**config.mk**
```make
export PLATFORM = sky130hd
export DESIGN_NAME = sysctl_regfile
export DESIGN_NICKNAME = d
export VERILOG_FILES = /design/src/rtl/sysctl_pkg.sv /design/src/rtl/sysctl_decode.sv /design/src/rtl/sysctl_regs.sv /design/src/rtl/sysctl_regfile.sv
export SDC_FILE = /design/constraint.sdc
export NUM_CORES = 1
export LEC_CHECK = 0
export ABC_AREA = 0
export BUFFER_PORTS_ARGS = -buffer_cell sky130_fd_sc_hd__buf_2
export CAP_MARGIN = 20
export CORE_MARGIN = 2
export CORE_UTILIZATION = 45
export DETAILED_ROUTE_END_ITERATION = 10
export HOLD_SLACK_MARGIN = 0.1
export PLACE_DENSITY = 0.72
export SLEW_MARGIN = 20
export SYNTH_ARGS = -nofsm -noshare
export SYNTH_HDL_FRONTEND = slang
export SYNTH_HIERARCHICAL = 1
export SYNTH_SLANG_ARGS = --single-unit
```
**constraint.sdc**
```tcl
create_clock -name clk -period 4.1 [get_ports clk]
set_input_delay 0.82 -clock clk [delete_from_list [all_inputs] [get_ports clk]]
set_output_delay 0.82 -clock clk [all_outputs]
set_load 0.01 [all_outputs]
```
**src/rtl/sysctl_pkg.sv**
```systemverilog
package sysctl_pkg;

  localparam int DATA_W = 32;

  typedef enum logic [3:0] {
    RD_ZERO, RD_ID, RD_STAT, RD_OSC, RD_CTRL, RD_LOCK, RD_AUX,
    RD_SDRAM, RD_INIT, RD_CNT, RD_FLAGS, RD_NVF, RD_SPD
  } rdSel_e;

  typedef struct packed {
    logic wrOsc;
    logic wrAux;
    logic wrCtrl;
    logic wrLock;
    logic wrSdram;
    logic wrInit;
    logic flagSet;
    logic flagClr;
    logic nvSet;
    logic nvClr;
  } wrStb_t;

  localparam logic [31:0] ID_WORD    = 32'h411A3001;
  localparam logic [31:0] STAT_WORD  = 32'h00100000;
  localparam logic [31:0] OSC_RST    = 32'h01000048;
  localparam logic [31:0] AUX_RST    = 32'h0007FEFF;
  localparam logic [31:0] SDRAM_BASE = 32'h00011122;
  localparam logic [31:0] INIT_RST   = 32'h00000112;

  localparam int          TAG_FIRST = 73;
  localparam int          TAG_LEN   = 11;
  localparam logic [87:0] SPD_TAG   = "BOARD-SDRAM";

  function automatic logic [31:0] sdramSizeCode(input int memMb);
    if (memMb >= 256)      return 32'h10;
    else if (memMb >= 128) return 32'h0C;
    else if (memMb >= 64)  return 32'h08;
    else if (memMb >= 32)  return 32'h04;
    else                   return 32'h00;
  endfunction

  function automatic logic [7:0] spdByte(input int idx);
    if (idx >= TAG_FIRST && idx < TAG_FIRST + TAG_LEN)
      return SPD_TAG[8*(TAG_FIRST + TAG_LEN - 1 - idx) +: 8];
    return 8'h00;
  endfunction

endpackage

```
**src/rtl/sysctl_decode.sv**
```systemverilog
module sysctl_decode
  import sysctl_pkg::*;
#(
  parameter int ADDR_W = 7
) (
  input  logic              busSel,
  input  logic              busWrite,
  input  logic [ADDR_W-1:0] busAddr,
  input  logic              lockOpen,
  output wrStb_t            stb,
  output rdSel_e            rdSel,
  output logic              accErr
);

  logic [31:0] addrW;
  logic        rdOk;
  logic        wrOk;
  rdSel_e      rdPick;

  assign addrW = 32'(busAddr);

  always_comb begin
    rdOk   = 1'b0;
    wrOk   = 1'b0;
    rdPick = RD_ZERO;
    case (addrW) inside
      0:         begin rdOk = 1'b1; rdPick = RD_ID; end
      1:         begin rdOk = 1'b1; end
      2:         begin rdOk = 1'b1; wrOk = 1'b1; rdPick = RD_OSC; end
      3:         begin rdOk = 1'b1; wrOk = 1'b1; rdPick = RD_CTRL; end
      4:         begin rdOk = 1'b1; rdPick = RD_STAT; end
      5:         begin rdOk = 1'b1; wrOk = 1'b1; rdPick = RD_LOCK; end
      7:         begin rdOk = 1'b1; wrOk = 1'b1; rdPick = RD_AUX; end
      8:         begin rdOk = 1'b1; wrOk = 1'b1; rdPick = RD_SDRAM; end
      9:         begin rdOk = 1'b1; wrOk = 1'b1; rdPick = RD_INIT; end
      10:        begin rdOk = 1'b1; rdPick = RD_CNT; end
      12:        begin rdOk = 1'b1; wrOk = 1'b1; rdPick = RD_FLAGS; end
      13, 15:    begin wrOk = 1'b1; end
      14:        begin rdOk = 1'b1; wrOk = 1'b1; rdPick = RD_NVF; end
      [32:35]:   begin rdOk = 1'b1; wrOk = 1'b1; end
      [64:127]:  begin rdOk = 1'b1; rdPick = RD_SPD; end
      default:   begin rdOk = 1'b0; end
    endcase
  end

  always_comb begin
    stb = '0;
    if (busSel && busWrite) begin
      stb.wrOsc   = (addrW == 32'd2) && lockOpen;
      stb.wrCtrl  = (addrW == 32'd3);
      stb.wrLock  = (addrW == 32'd5);
      stb.wrAux   = (addrW == 32'd7) && lockOpen;
      stb.wrSdram = (addrW == 32'd8);
      stb.wrInit  = (addrW == 32'd9);
      stb.flagSet = (addrW == 32'd12);
      stb.flagClr = (addrW == 32'd13);
      stb.nvSet   = (addrW == 32'd14);
      stb.nvClr   = (addrW == 32'd15);
    end
  end

  assign rdSel  = (busSel && !busWrite && rdOk) ? rdPick : RD_ZERO;
  assign accErr = busSel && (busWrite ? !wrOk : !rdOk);

endmodule

```
**src/rtl/sysctl_regs.sv**
```systemverilog
module sysctl_regs
  import sysctl_pkg::*;
#(
  parameter int          ADDR_W = 7,
  parameter int          MEM_MB = 128,
  parameter logic [15:0] KEY    = 16'hA05F
) (
  input  logic              clk,
  input  logic              rst_n,
  input  wrStb_t            stb,
  input  rdSel_e            rdSel,
  input  logic [ADDR_W-1:0] busAddr,
  input  logic [31:0]       busWdata,
  input  logic              refTick,
  output logic [31:0]       rdata,
  output logic              lockOpen,
  output logic              resetReq,
  output logic              remapOn
);

  localparam logic [31:0] SDRAM_RST = SDRAM_BASE | sdramSizeCode(MEM_MB);

  logic [31:0] oscReg, auxReg, sdramReg, initReg, flagReg, nvReg, refCnt;
  logic [15:0] lockReg;
  logic        ctrlRemap, ctrlLed, rstPulse;

  assign lockOpen = (lockReg == KEY);

  always_ff @(posedge clk) begin
    if (!rst_n) begin
      oscReg    <= OSC_RST;
      auxReg    <= AUX_RST;
      sdramReg  <= SDRAM_RST;
      initReg   <= INIT_RST;
      lockReg   <= '0;
      ctrlRemap <= 1'b0;
      ctrlLed   <= 1'b0;
      rstPulse  <= 1'b0;
    end else begin
      if (stb.wrOsc)   oscReg   <= busWdata;
      if (stb.wrAux)   auxReg   <= busWdata;
      if (stb.wrSdram) sdramReg <= busWdata;
      if (stb.wrInit)  initReg  <= busWdata;
      if (stb.wrLock)  lockReg  <= busWdata[15:0];
      if (stb.wrCtrl) begin
        ctrlRemap <= busWdata[2];
        ctrlLed   <= busWdata[0];
      end
      rstPulse <= stb.wrCtrl && busWdata[3];
    end
  end

  always_ff @(posedge clk) begin
    if (!rst_n) begin
      flagReg <= '0;
      nvReg   <= '0;
    end else begin
      if (stb.flagSet)      flagReg <= flagReg | busWdata;
      else if (stb.flagClr) flagReg <= flagReg & ~busWdata;
      if (stb.nvSet)        nvReg   <= nvReg | busWdata;
      else if (stb.nvClr)   nvReg   <= nvReg & ~busWdata;
    end
  end

  always_ff @(posedge clk) begin
    if (!rst_n)       refCnt <= '0;
    else if (refTick) refCnt <= refCnt + 32'd1;
  end

  always_comb begin
    case (rdSel)
      RD_ID:    rdata = ID_WORD;
      RD_STAT:  rdata = STAT_WORD;
      RD_OSC:   rdata = oscReg;
      RD_CTRL:  rdata = {29'b0, ctrlRemap, 1'b0, ctrlLed};
      RD_LOCK:  rdata = {15'b0, lockOpen, lockReg};
      RD_AUX:   rdata = auxReg;
      RD_SDRAM: rdata = sdramReg;
      RD_INIT:  rdata = initReg;
      RD_CNT:   rdata = refCnt;
      RD_FLAGS: rdata = flagReg;
      RD_NVF:   rdata = nvReg;
      RD_SPD:   rdata = {24'b0, spdByte(int'(busAddr))};
      default:  rdata = '0;
    endcase
  end

  assign resetReq = rstPulse;
  assign remapOn  = ctrlRemap;

endmodule

```
**src/rtl/sysctl_regfile.sv**
```systemverilog
module sysctl_regfile
  import sysctl_pkg::*;
#(
  parameter int          ADDR_W = 7,
  parameter int          MEM_MB = 128,
  parameter logic [15:0] KEY    = 16'hA05F
) (
  input  logic              clk,
  input  logic              rst_n,
  input  logic              busSel,
  input  logic              busWrite,
  input  logic [ADDR_W-1:0] busAddr,
  input  logic [31:0]       busWdata,
  input  logic              refTick,
  output logic [31:0]       busRdata,
  output logic              busErr,
  output logic              resetReq,
  output logic              remapOn
);

  wrStb_t stb;
  rdSel_e rdSel;
  logic   lockOpen;

  sysctl_decode #(.ADDR_W(ADDR_W)) decode_i (
    .busSel   (busSel),
    .busWrite (busWrite),
    .busAddr  (busAddr),
    .lockOpen (lockOpen),
    .stb      (stb),
    .rdSel    (rdSel),
    .accErr   (busErr)
  );

  sysctl_regs #(.ADDR_W(ADDR_W), .MEM_MB(MEM_MB), .KEY(KEY)) regs_i (
    .clk      (clk),
    .rst_n    (rst_n),
    .stb      (stb),
    .rdSel    (rdSel),
    .busAddr  (busAddr),
    .busWdata (busWdata),
    .refTick  (refTick),
    .rdata    (busRdata),
    .lockOpen (lockOpen),
    .resetReq (resetReq),
    .remapOn  (remapOn)
  );

endmodule

```
==> flow_summary_export.csv, run 1 <==
group,metric,value,unit
critical_path,critPathArrivalTime,3.21,ns
critical_path,cp_class,"input port to output port",
clocking,clock_sinks,243,
critical_path,path_max_fanout,5,
placement,placed_cells,1675,
synth,yosys.area_share.simple,23.1,%
synth,yosys-mux-area-fraction,14.5,%
flow_run,max_capacitance_violation_count,0,
synth,synth_compound_gate_area_share,14.2,%
sta,clock-skew-final,0.0101,ns
power,design_power_total,4.94,mW
synth,combinational_family_with_the_most_area_after_synthesis,"simple AND/OR/NAND/NOR gates",
synth,synth.distinct_cells,63,
sta,rsz0062_at_grt,"yes",
synth,syn-instance-count,1306,
placement,postPlaceCellArea,0.0129,mm^2
sta,final-hold-violation-count,0,
sta,tightest_slew,0.802,ns
sta,drv_slew,0,
synth,yosys_most_used_dff,"dfxtp_1",
clocking,cts_tree,"done",
global_routing,groute.usage.overall,24.0,%
synth,synth-async-reset-ratio,0,%
sta,maxSlewHeadroom,46.1,%
placement,pre_cts_ws,-0.0436,ns
route,drt.antenna.violating_nets,0,
critical_path,timing.critical_path.from_type,"input port",
critical_path,reg2regPathDepth,7,
synth,post_synthesis_instance_area,0.0118,mm^2
floorplanning,initial_core_util,45.6,%
route,vias_per_cell,5.82,
power,pwr_cell_area,357,mW/mm^2
global_routing,grt_pass1_vias,9671,
clocking,worstSkewPairLatency,0.53,ns
clocking,cts.path.max_buffers,3,
power,p_leak,4.65,nW
synth,ys_ff_latch,243,
power,peakVddDrop,0.000333,V
sta,finalSetupViolations,0,
critical_path,cp_capture_type,"output port",
critical_path,crit-reg2reg-launch,"regs_i/lockReg[11]$_SDFFE_PN0P_",
placement,post-dp-hpwl,22300,um
global_routing,grt_antenna_before_repair,2,
floorplanning,die_area,0.0276,mm^2
min_path,whs_path_depth,2,
placement,place.port_buffers,78,
clocking,path_clk_slew,0.06,ns
sta,postLayoutSetupSlackWorst,0.0667,ns
sta,final.period_utilization,98.4,%
synth,synth_edf_count,0,
route,drt_first_pass_iters,8,
cells_and_area,final_cell_count_no_fill,1728,
cells_and_area,finish.utilization,53.3,%
synth,ys_warn_count,6,
route,routed_via_count,10059,
synth,yosys.area_share.adder,0.317,%
route,post_drt_wl_per_cell,19.8,um
clocking,cts-htree-levels,1,
floorplanning,width_of_the_die,166,um
global_routing,global_route.overflow_total,0,
critical_path,ff2ff_setup_slack,1.30,ns
synth,synthesis.nets,1353,
global_routing,global_route_wire_length_before_repair,54000,um
route,routed_wirelength,34200,um
sta,period_needed,4.03,ns
placement,gp_congestion,0.921,
synth,synthXorXnorAreaFrac,2.15,%
route,detail_route.drc_violations,0,
min_path,hold_path_class,"flip-flop to flip-flop",
sta,max_freq,0.248,GHz
min_path,min_from,"regs_i/auxReg[12]$_SDFFE_PN1P_",
clocking,cts_root_buf,"clkbuf_16",
floorplanning,dieHeight,166,um
cells_and_area,nets,1423,
synth,synth_seq_area_share,41.1,%
cells_and_area,layout-area-overhead-vs-synth,16.9,%
critical_path,reg_to_reg_critical_path_endpoint,"regs_i/oscReg[6]$_SDFFE_PN1P_",
cells_and_area,fin_area,0.0138,mm^2
outcome,outcome,"complete, no violations",
floorplanning,core_region_area,0.0259,mm^2
critical_path,worstPathRequired,3.28,ns
floorplanning,placement_rows,59,
clocking,cts-buffers-inserted,25,
global_routing,largest_net_degree_at_the_start_of_global_routing,90,
clocking,post_cts_hold_fix_bufs,0,
cells_and_area,layout_cells_sized_above_1,18.0,%
synth,syn-mean-instance-area,9.06,um^2
sta,hold-worst-slack,0.476,ns
route,drtIter0Drc,993,
floorplanning,design.portCount,79,
sta,final.setup.tns,0,ns
min_path,whs_endpoint,"regs_i/auxReg[12]$_SDFFE_PN1P_",
-- power breakdown --
group	switching (mW)	total (mW)	internal (mW)
combinational	0.155	0.261	0.106
sequential	0.00398	2.37	2.36
clock	0.925	2.31	1.39
total	1.08	4.94	3.86
-- cells in the final DEF, fill, tap and decap left out, drive strengths merged, types with 4 or more instances in the layout --
| cell | netlist | routed |
|---|---|---|
| a222oi | 17 | 17 |
| nor3 | 21 | 21 |
| dfxtp | 243 | 243 |
| o21ai | 20 | 20 |
| nand4 | 16 | 16 |
| a22oi | 107 | 107 |
| or3 | 7 | 7 |
| buf | 29 | 169 |
| nor2 | 39 | 39 |
| o22a | 4 | 4 |
| nand2b | 8 | 8 |
| nor4 | 7 | 7 |
| clkbuf | 97 | 39 |
| a31oi | 5 | 5 |
| nor2b | 184 | 184 |
| a221oi | 10 | 10 |
| nand3 | 31 | 31 |
| or2 | 4 | 4 |
| and3 | 9 | 9 |
| mux2i | 166 | 166 |
| inv | 11 | 11 |
| xor2 | 12 | 12 |
| mux2 | 5 | 5 |
| and2 | 27 | 27 |
| a21boi | 4 | 4 |
| xnor2 | 17 | 17 |
| o211ai | 6 | 6 |
| a22o | 10 | 10 |
| a21oi | 17 | 17 |
| nand2 | 135 | 135 |
-- layer usage --
| layer | global-route usage [%] | vias to the layer above | wire length (um) |
|---|---|---|---|
| met4 | 7.79 | 0 | 958 |
| met1 | 33.8 | 4841 | 15300 |
| met2 | 37.9 | 400 | 15400 |
| met5 | 0 | - | 0 |
| met3 | 3.62 | 65 | 2450 |
| li1 | - | 4753 | - |
-- area by class of cell --
class                      count  area, um^2
fill                        2296       12100
multi-input combinational    926        6500
sequential                   243        4860
clock buffer                  39         758
timing repair buffer         169        1160
clock inverter                 4        73.8
tap                          335         419
antenna                        1        2.50
inverter                      11        45.0
-- worst max-delay path, stage by stage --
cell and delay, ns:
buf_2 0.10, or3_1 0.38, or2_4 0.29, nor2_4 0.21, clkinvlp_4 0.18, nor3_1 0.34
buf_4 0.19, a22oi_1 0.08, o2111ai_1 0.39, buf_2 0.21
-- worst max path at each step --
| stage | startpoint | to | slack [ns] | cells past startpoint |
|---|---|---|---|---|
| after floorplan | busAddr[4] | busRdata[2] | 0.31 | 8 |
| after global placement | busAddr[4] | busRdata[12] | -0.06 | 11 |
| after detailed placement | busAddr[4] | busRdata[27] | -0.04 | 11 |
| after CTS | busAddr[4] | busRdata[19] | 0.03 | 11 |
| after global routing | busAddr[1] | busRdata[30] | -0.03 | 13 |
| final | busAddr[4] | busRdata[14] | 0.07 | 10 |
-- cells in the mapped netlist, drive strengths merged, types with 4 or more instances --
library cell	instances	share of area, %
a22oi	107	6.8
o21ai	20	0.85
nor2	39	1.2
a222oi	17	1.4
or2	4	0.21
buf	29	1.2
a22o	10	0.74
mux2i	166	14
nor2b	184	9.7
nor4	7	0.60
nand2b	8	0.42
a21oi	17	0.72
inv	11	0.35
nor3	21	1.2
nand3	31	1.3
a21boi	4	0.25
or3	7	0.41
xnor2	17	1.3
and2	27	1.4
nand4	16	0.90
xor2	12	0.89
o211ai	6	0.38
and3	9	0.48
mux2	5	0.48
dfxtp	243	41
o22a	4	0.30
a31oi	5	0.26
a221oi	10	0.74
clkbuf	97	3.1
nand2	135	4.3
-- what timing repair did --
action                     4_1_cts  5_1_grt
pin swaps                        1       13
gates resized for setup          3       14
setup endpoints to repair        6       29
buffers inserted                 3        6
gates cloned                     0        0
-- cell families after synthesis --
| family | after synthesis |
|---|---|
| AND/OR/NAND/NOR | 500 |
| buffers and inverters | 137 |
| multiplexers | 171 |
| AO/OA/AOI/OAI | 223 |
| adder cells (fa/ha/maj) | 3 |
| XOR/XNOR | 29 |
| flip-flops | 243 |
Note: power is estimated with default switching activity, not from simulation.
==> run 2, diff against run 1 <==
- clock period: 4.1 -> 3.9 ns (I/O delays scaled with it)
==> run 2 against run 1 <==
Compared with the run above:
- the run now ends with negative setup slack left
- critical path depth increased by 1
- worst setup slack got worse by 0.097 ns
- combinational power increased by 13%
- hold slack about the same
- power increased by 6.2%
- wire length increased by 4.7%
- global-route usage increased by 0.068 points
- count of clock-buffer cells in the layout increased by 4
- non-clock buffer count increased by 31
==> flow_summary_export.csv, run 2 (same netlist as run 1, synthesis figures left out) <==
group,metric,value,unit
outcome,outcome,"complete, but fails checks",
outcome,failing_checks,"negative setup slack",
placement,post-dp-hpwl,22000,um
sta,maxSlewHeadroom,43.3,%
floorplanning,die_area,0.0276,mm^2
power,comb_power_share,5.6,%
flow_run,max_capacitance_violation_count,0,
floorplanning,core_region_area,0.0259,mm^2
global_routing,global_route.overflow_total,0,
min_path,hold_path_class,"flip-flop to flip-flop",
cells_and_area,multi_input_logic_area,0.00661,mm^2
cells_and_area,nFillCells,2214,
cells_and_area,most_common_cell_after_layout_fill_and_taps_aside,"dfxtp_1",
placement,place.port_buffers,78,
floorplanning,design.portCount,79,
sta,max_freq,0.254,GHz
critical_path,path_max_fanout,5,
route,vias_per_cell,5.87,
sta,final-hold-violation-count,0,
clocking,cts-buffers-inserted,26,
power,p_switching,1.17,mW
sta,final.setup.tns,-0.0303,ns
global_routing,global_route_wire_length_before_repair,54300,um
sta,tightest_slew,0.844,ns
clocking,path_clk_slew,0.06,ns
power,internal_power,4.07,mW
placement,pre_cts_ws,-0.208,ns
cells_and_area,ff_latch_area,0.00486,mm^2
clocking,cts_root_buf,"clkbuf_16",
global_routing,groute.usage.overall,24.1,%
route,detail_route.drc_violations,0,
cells_and_area,layout_cells_sized_above_1,20.9,%
route,drt_first_pass_iters,6,
placement,placed_cells,1696,
power,netSwitchingFraction,22.4,%
critical_path,critPathArrivalTime,3.15,ns
clocking,cts.path.max_buffers,3,
clocking,worstSkewPairLatency,0.54,ns
floorplanning,initial_core_util,45.6,%
power,peakVddDrop,0.000370,V
cells_and_area,nets,1455,
cells_and_area,fin_area,0.0143,mm^2
critical_path,cp_capture_type,"output port",
floorplanning,dieHeight,166,um
placement,postPlaceCellArea,0.0130,mm^2
placement,gp_congestion,0.869,
route,drt.antenna.violating_nets,0,
sta,clock-skew-final,0.0264,ns
floorplanning,placement_rows,59,
route,drtIter0Drc,1102,
sta,finalSetupViolations,1,
power,pwr_cell_area,367,mW/mm^2
sta,rsz0062_at_grt,"yes",
critical_path,cp_class,"input port to output port",
sta,drv_slew,0,
clocking,cts-htree-levels,1,
critical_path,timing.critical_path.from_type,"input port",
route,routed_via_count,10341,
critical_path,worstPathRequired,3.12,ns
power,power.share.clock,46.9,%
cells_and_area,top_library_cells_by_usage_in_the_layout_fill_and_taps_aside,"dfxtp_1, nor2b_1, mux2i_1",
power,p_leak,4.87,nW
global_routing,grt_antenna_before_repair,1,
cells_and_area,finish.utilization,55.1,%
sta,period_needed,3.93,ns
route,post_drt_wl_per_cell,20.3,um
power,design_power_total,5.25,mW
clocking,cts_tree,"done",
global_routing,grt_pass1_vias,9597,
sta,hold-worst-slack,0.476,ns
sta,final.period_utilization,101,%
power,seq_power_share,47.5,%
sta,postLayoutSetupSlackWorst,-0.0303,ns
cells_and_area,final_cell_count_no_fill,1762,
floorplanning,width_of_the_die,166,um
cells_and_area,layout-area-overhead-vs-synth,20.8,%
global_routing,largest_net_degree_at_the_start_of_global_routing,174,
clocking,clock_sinks,243,
route,routed_wirelength,35800,um
clocking,post_cts_hold_fix_bufs,0,
## run 2: worst paths after layout
kind / endpoint / slack (ns) / start / cells after the start
min reg2reg: regs_i/sdramReg[2]$_SDFFE_PN1P_ / 0.48 / regs_i/sdramReg[2]$_SDFFE_PN1P_ / 2
max reg2reg: regs_i/oscReg[20]$_SDFFE_PN0P_ / 1.00 / regs_i/lockReg[10]$_SDFFE_PN0P_ / 7
max: busRdata[20] / -0.03 / busAddr[6] / 11
min: regs_i/sdramReg[2]$_SDFFE_PN1P_ / 0.48 / regs_i/sdramReg[2]$_SDFFE_PN1P_ / 2
## run 2: critical path, cell delays in order
cell,delay (ns)
buf_2,0.10
or3_4,0.38
or2_4,0.26
nor2_4,0.26
buf_6,0.16
mux2i_1,0.23
o2bb2ai_1,0.11
a222oi_1,0.36
o21ai_0,0.17
buf_4,0.18
buf_2,0.14
## run 2: power by group through the flow
stage	Combinational [mW]	Clock, mW	Sequential, mW
finish	0.296	2.46	2.49
global route	0.316	2.60	2.49
CTS	0.269	2.49	2.49
detailed placement	0.265	0	2.55
global placement	0.262	0	2.55
floorplan	0.168	0	2.54
## run 2: final cells by class
class / instances / share of cell area [%]
Sequential cell: 243 / 34.1
Tap cell: 335 / 2.93
Clock inverter: 3 / 0.280
Timing Repair Buffer: 200 / 10.5
Multi-Input combinational cell: 926 / 46.3
Antenna cell: 1 / 0.0175
Inverter: 11 / 0.289
Clock buffer: 43 / 5.64
## run 2: metal layers
metal	global-route usage (%)	wire, um
met5	0	0
met1	34.6	16000
met2	38.5	16400
met4	6.73	855
met3	2.62	2510
## run 2: what timing repair did
action,in CTS,in global routing
setup buffers,1,17
setup endpoints to repair,31,32
cloned,0,2
gates resized for setup,13,44
pin swaps,6,18
==> run 3, diff against run 2 <==
- SETUP_SLACK_MARGIN: not set -> 0.02
==> run 3 against run 2 <==
Compared with the run above:
- the run still ends with negative setup slack left
- die area stayed put
- sequential share of layout area decreased by 0.44 points
- utilization up 0.73 points
- register-to-register slack improved by 0.02 ns
- clock power barely moved
- non-clock buffer count up 8
- clock skew increased by 0.0052 ns
- design area rose by 1.3%
- critical path depth rose by 2
- via count is 0.55% higher
- sequential cell count did not move
- critical endpoint unchanged
==> flow_summary_export.csv, run 3 (same netlist as run 1, synthesis figures left out) <==
group,metric,value,unit
critical_path,cp_slowest_stage_delay,0.51,ns
critical_path,path_cells,"buf_6 -> or4b_1 -> o21ai_1 -> a21oi_1 -> nor2_1 -> buf_6 -> nor2b_4 -> buf_4 -> buf_4 -> a222oi_1 -> o21ai_1 -> buf_4 -> buf_2",
cells_and_area,layout-area-overhead-vs-synth,22.4,%
sta,final.period_utilization,101,%
outcome,outcome,"complete, but fails checks",
sta,drv_slew,0,
critical_path,cp_capture_type,"output port",
critical_path,critPathMostFrequentCell,"buf_4",
sta,final-hold-violation-count,0,
route,drt_first_pass_iters,6,
critical_path,timing.critical_path.from_type,"input port",
sta,period_needed,3.94,ns
clocking,cts_tree,"done",
critical_path,worst_path_max_delay_cell,"or4b_1",
clocking,cts_root_buf,"clkbuf_16",
floorplanning,core_region_area,0.0259,mm^2
sta,tightest_slew,0.856,ns
placement,placed_cells,1696,
placement,pre_cts_ws,-0.208,ns
cells_and_area,most_common_cell_after_layout_fill_and_taps_aside,"dfxtp_1",
cells_and_area,final_cell_count_no_fill,1770,
sta,finalSetupViolations,1,
route,drt.antenna.violating_nets,0,
global_routing,largest_net_degree_at_the_start_of_global_routing,174,
min_path,hold_path_class,"flip-flop to flip-flop",
power,peakVddDrop,0.000368,V
floorplanning,placement_rows,59,
global_routing,grt_antenna_before_repair,1,
clocking,worstSkewPairLatency,0.55,ns
sta,clock-skew-final,0.0316,ns
power,pwr_cell_area,363,mW/mm^2
clocking,cts.path.max_buffers,3,
clocking,clock_sinks,243,
cells_and_area,fin_area,0.0145,mm^2
placement,postPlaceCellArea,0.0130,mm^2
sta,postLayoutSetupSlackWorst,-0.0379,ns
global_routing,global_route.overflow_total,0,
floorplanning,die_area,0.0276,mm^2
sta,maxSlewHeadroom,42.5,%
sta,final.setup.tns,-0.0379,ns
critical_path,cp_class,"input port to output port",
power,design_power_total,5.26,mW
sta,max_freq,0.254,GHz
critical_path,worstPathRequired,3.12,ns
floorplanning,design.portCount,79,
cells_and_area,nets,1463,
sta,rsz0062_at_grt,"yes",
clocking,cts-htree-levels,1,
global_routing,global_route_wire_length_before_repair,54400,um
cells_and_area,layout_cells_sized_above_1,21.8,%
clocking,path_clk_slew,0.06,ns
floorplanning,dieHeight,166,um
critical_path,path_max_fanout,7,
route,vias_per_cell,5.87,
route,drtIter0Drc,1054,
floorplanning,width_of_the_die,166,um
power,p_leak,4.94,nW
global_routing,groute.usage.overall,24.2,%
global_routing,grt_pass1_vias,9626,
placement,place.port_buffers,78,
placement,post-dp-hpwl,22000,um
route,post_drt_wl_per_cell,20.4,um
clocking,post_cts_hold_fix_bufs,0,
flow_run,max_capacitance_violation_count,0,
critical_path,critical_path_buffer_and_inverter_count,6,
placement,gp_congestion,0.869,
route,routed_via_count,10398,
route,routed_wirelength,36100,um
cells_and_area,top_library_cells_by_usage_in_the_layout_fill_and_taps_aside,"dfxtp_1, nor2b_1, mux2i_1",
route,detail_route.drc_violations,0,
floorplanning,initial_core_util,45.6,%
critical_path,critical_path.top_delay_family,"buffers and inverters",
outcome,failing_checks,"negative setup slack",
critical_path,critPathArrivalTime,3.16,ns
clocking,cts-buffers-inserted,26,
run 3: cell types whose count changed in the layout (fill, tap and decap cells not counted), sizes merged:
cell,before,now
buf,198,205
clkbuf,45,46
run 3: cell type report:
type	instances	area [um^2]
fillers	2183	11400
multi-input cells	926	6660
flip-flops and latches	243	4860
repair buffers	208	1630
clock buffers	43	806
well taps	335	419
inverters	11	43.8
clock inverters	3	40.0
diodes	1	2.50
run 3: per-stage QoR:
stage	hold slack (ns)	utilization [%]
global placement	0.448	50.3
CTS	0.475	53.9
detailed placement	0.459	50.3
global route	0.495	55.8
floorplan	0.436	-
finish	0.477	55.8
run 3: what timing repair did:
action | in CTS | in global routing
setup endpoints to repair | 31 | 32
pin swaps | 5 | 23
setup buffers | 4 | 20
gates cloned | 0 | 3
hold endpoints to repair | 0 | 0
gates resized for setup | 15 | 61
run 3: worst paths after layout:
| kind | start | endpoint | slack (ns) | cells after the start |
|---|---|---|---|---|
| max | busAddr[0] | busRdata[20] | -0.04 | 13 |
| min | regs_i/sdramReg[1]$_SDFFE_PN1P_ | regs_i/sdramReg[1]$_SDFFE_PN1P_ | 0.48 | 2 |
| min reg2reg | regs_i/sdramReg[1]$_SDFFE_PN1P_ | regs_i/sdramReg[1]$_SDFFE_PN1P_ | 0.48 | 2 |
| max reg2reg | regs_i/lockReg[10]$_SDFFE_PN0P_ | regs_i/oscReg[20]$_SDFFE_PN0P_ | 1.02 | 7 |
run 3: worst min-delay path, stage by stage, from the launching register on:
cell,delay [ns]
dfxtp_1,0.33
mux2i_1,0.06
nand2_1,0.06
run 3: power breakdown:
part	switching (mW)	internal (mW)	total (mW)
clock network	1.00	1.46	2.46
registers	0.00465	2.49	2.49
logic	0.174	0.129	0.303
total	1.18	4.08	5.26
run 3: routing by layer:
metal / up-vias / track usage, % / part of all wire [%]
li1: 4832 / - / -
met1: 5077 / 34.6 / 44
met2: 411 / 38.7 / 46
met3: 78 / 2.67 / 7.3
met4: 0 / 6.69 / 2.5
met5: - / 0 / 0
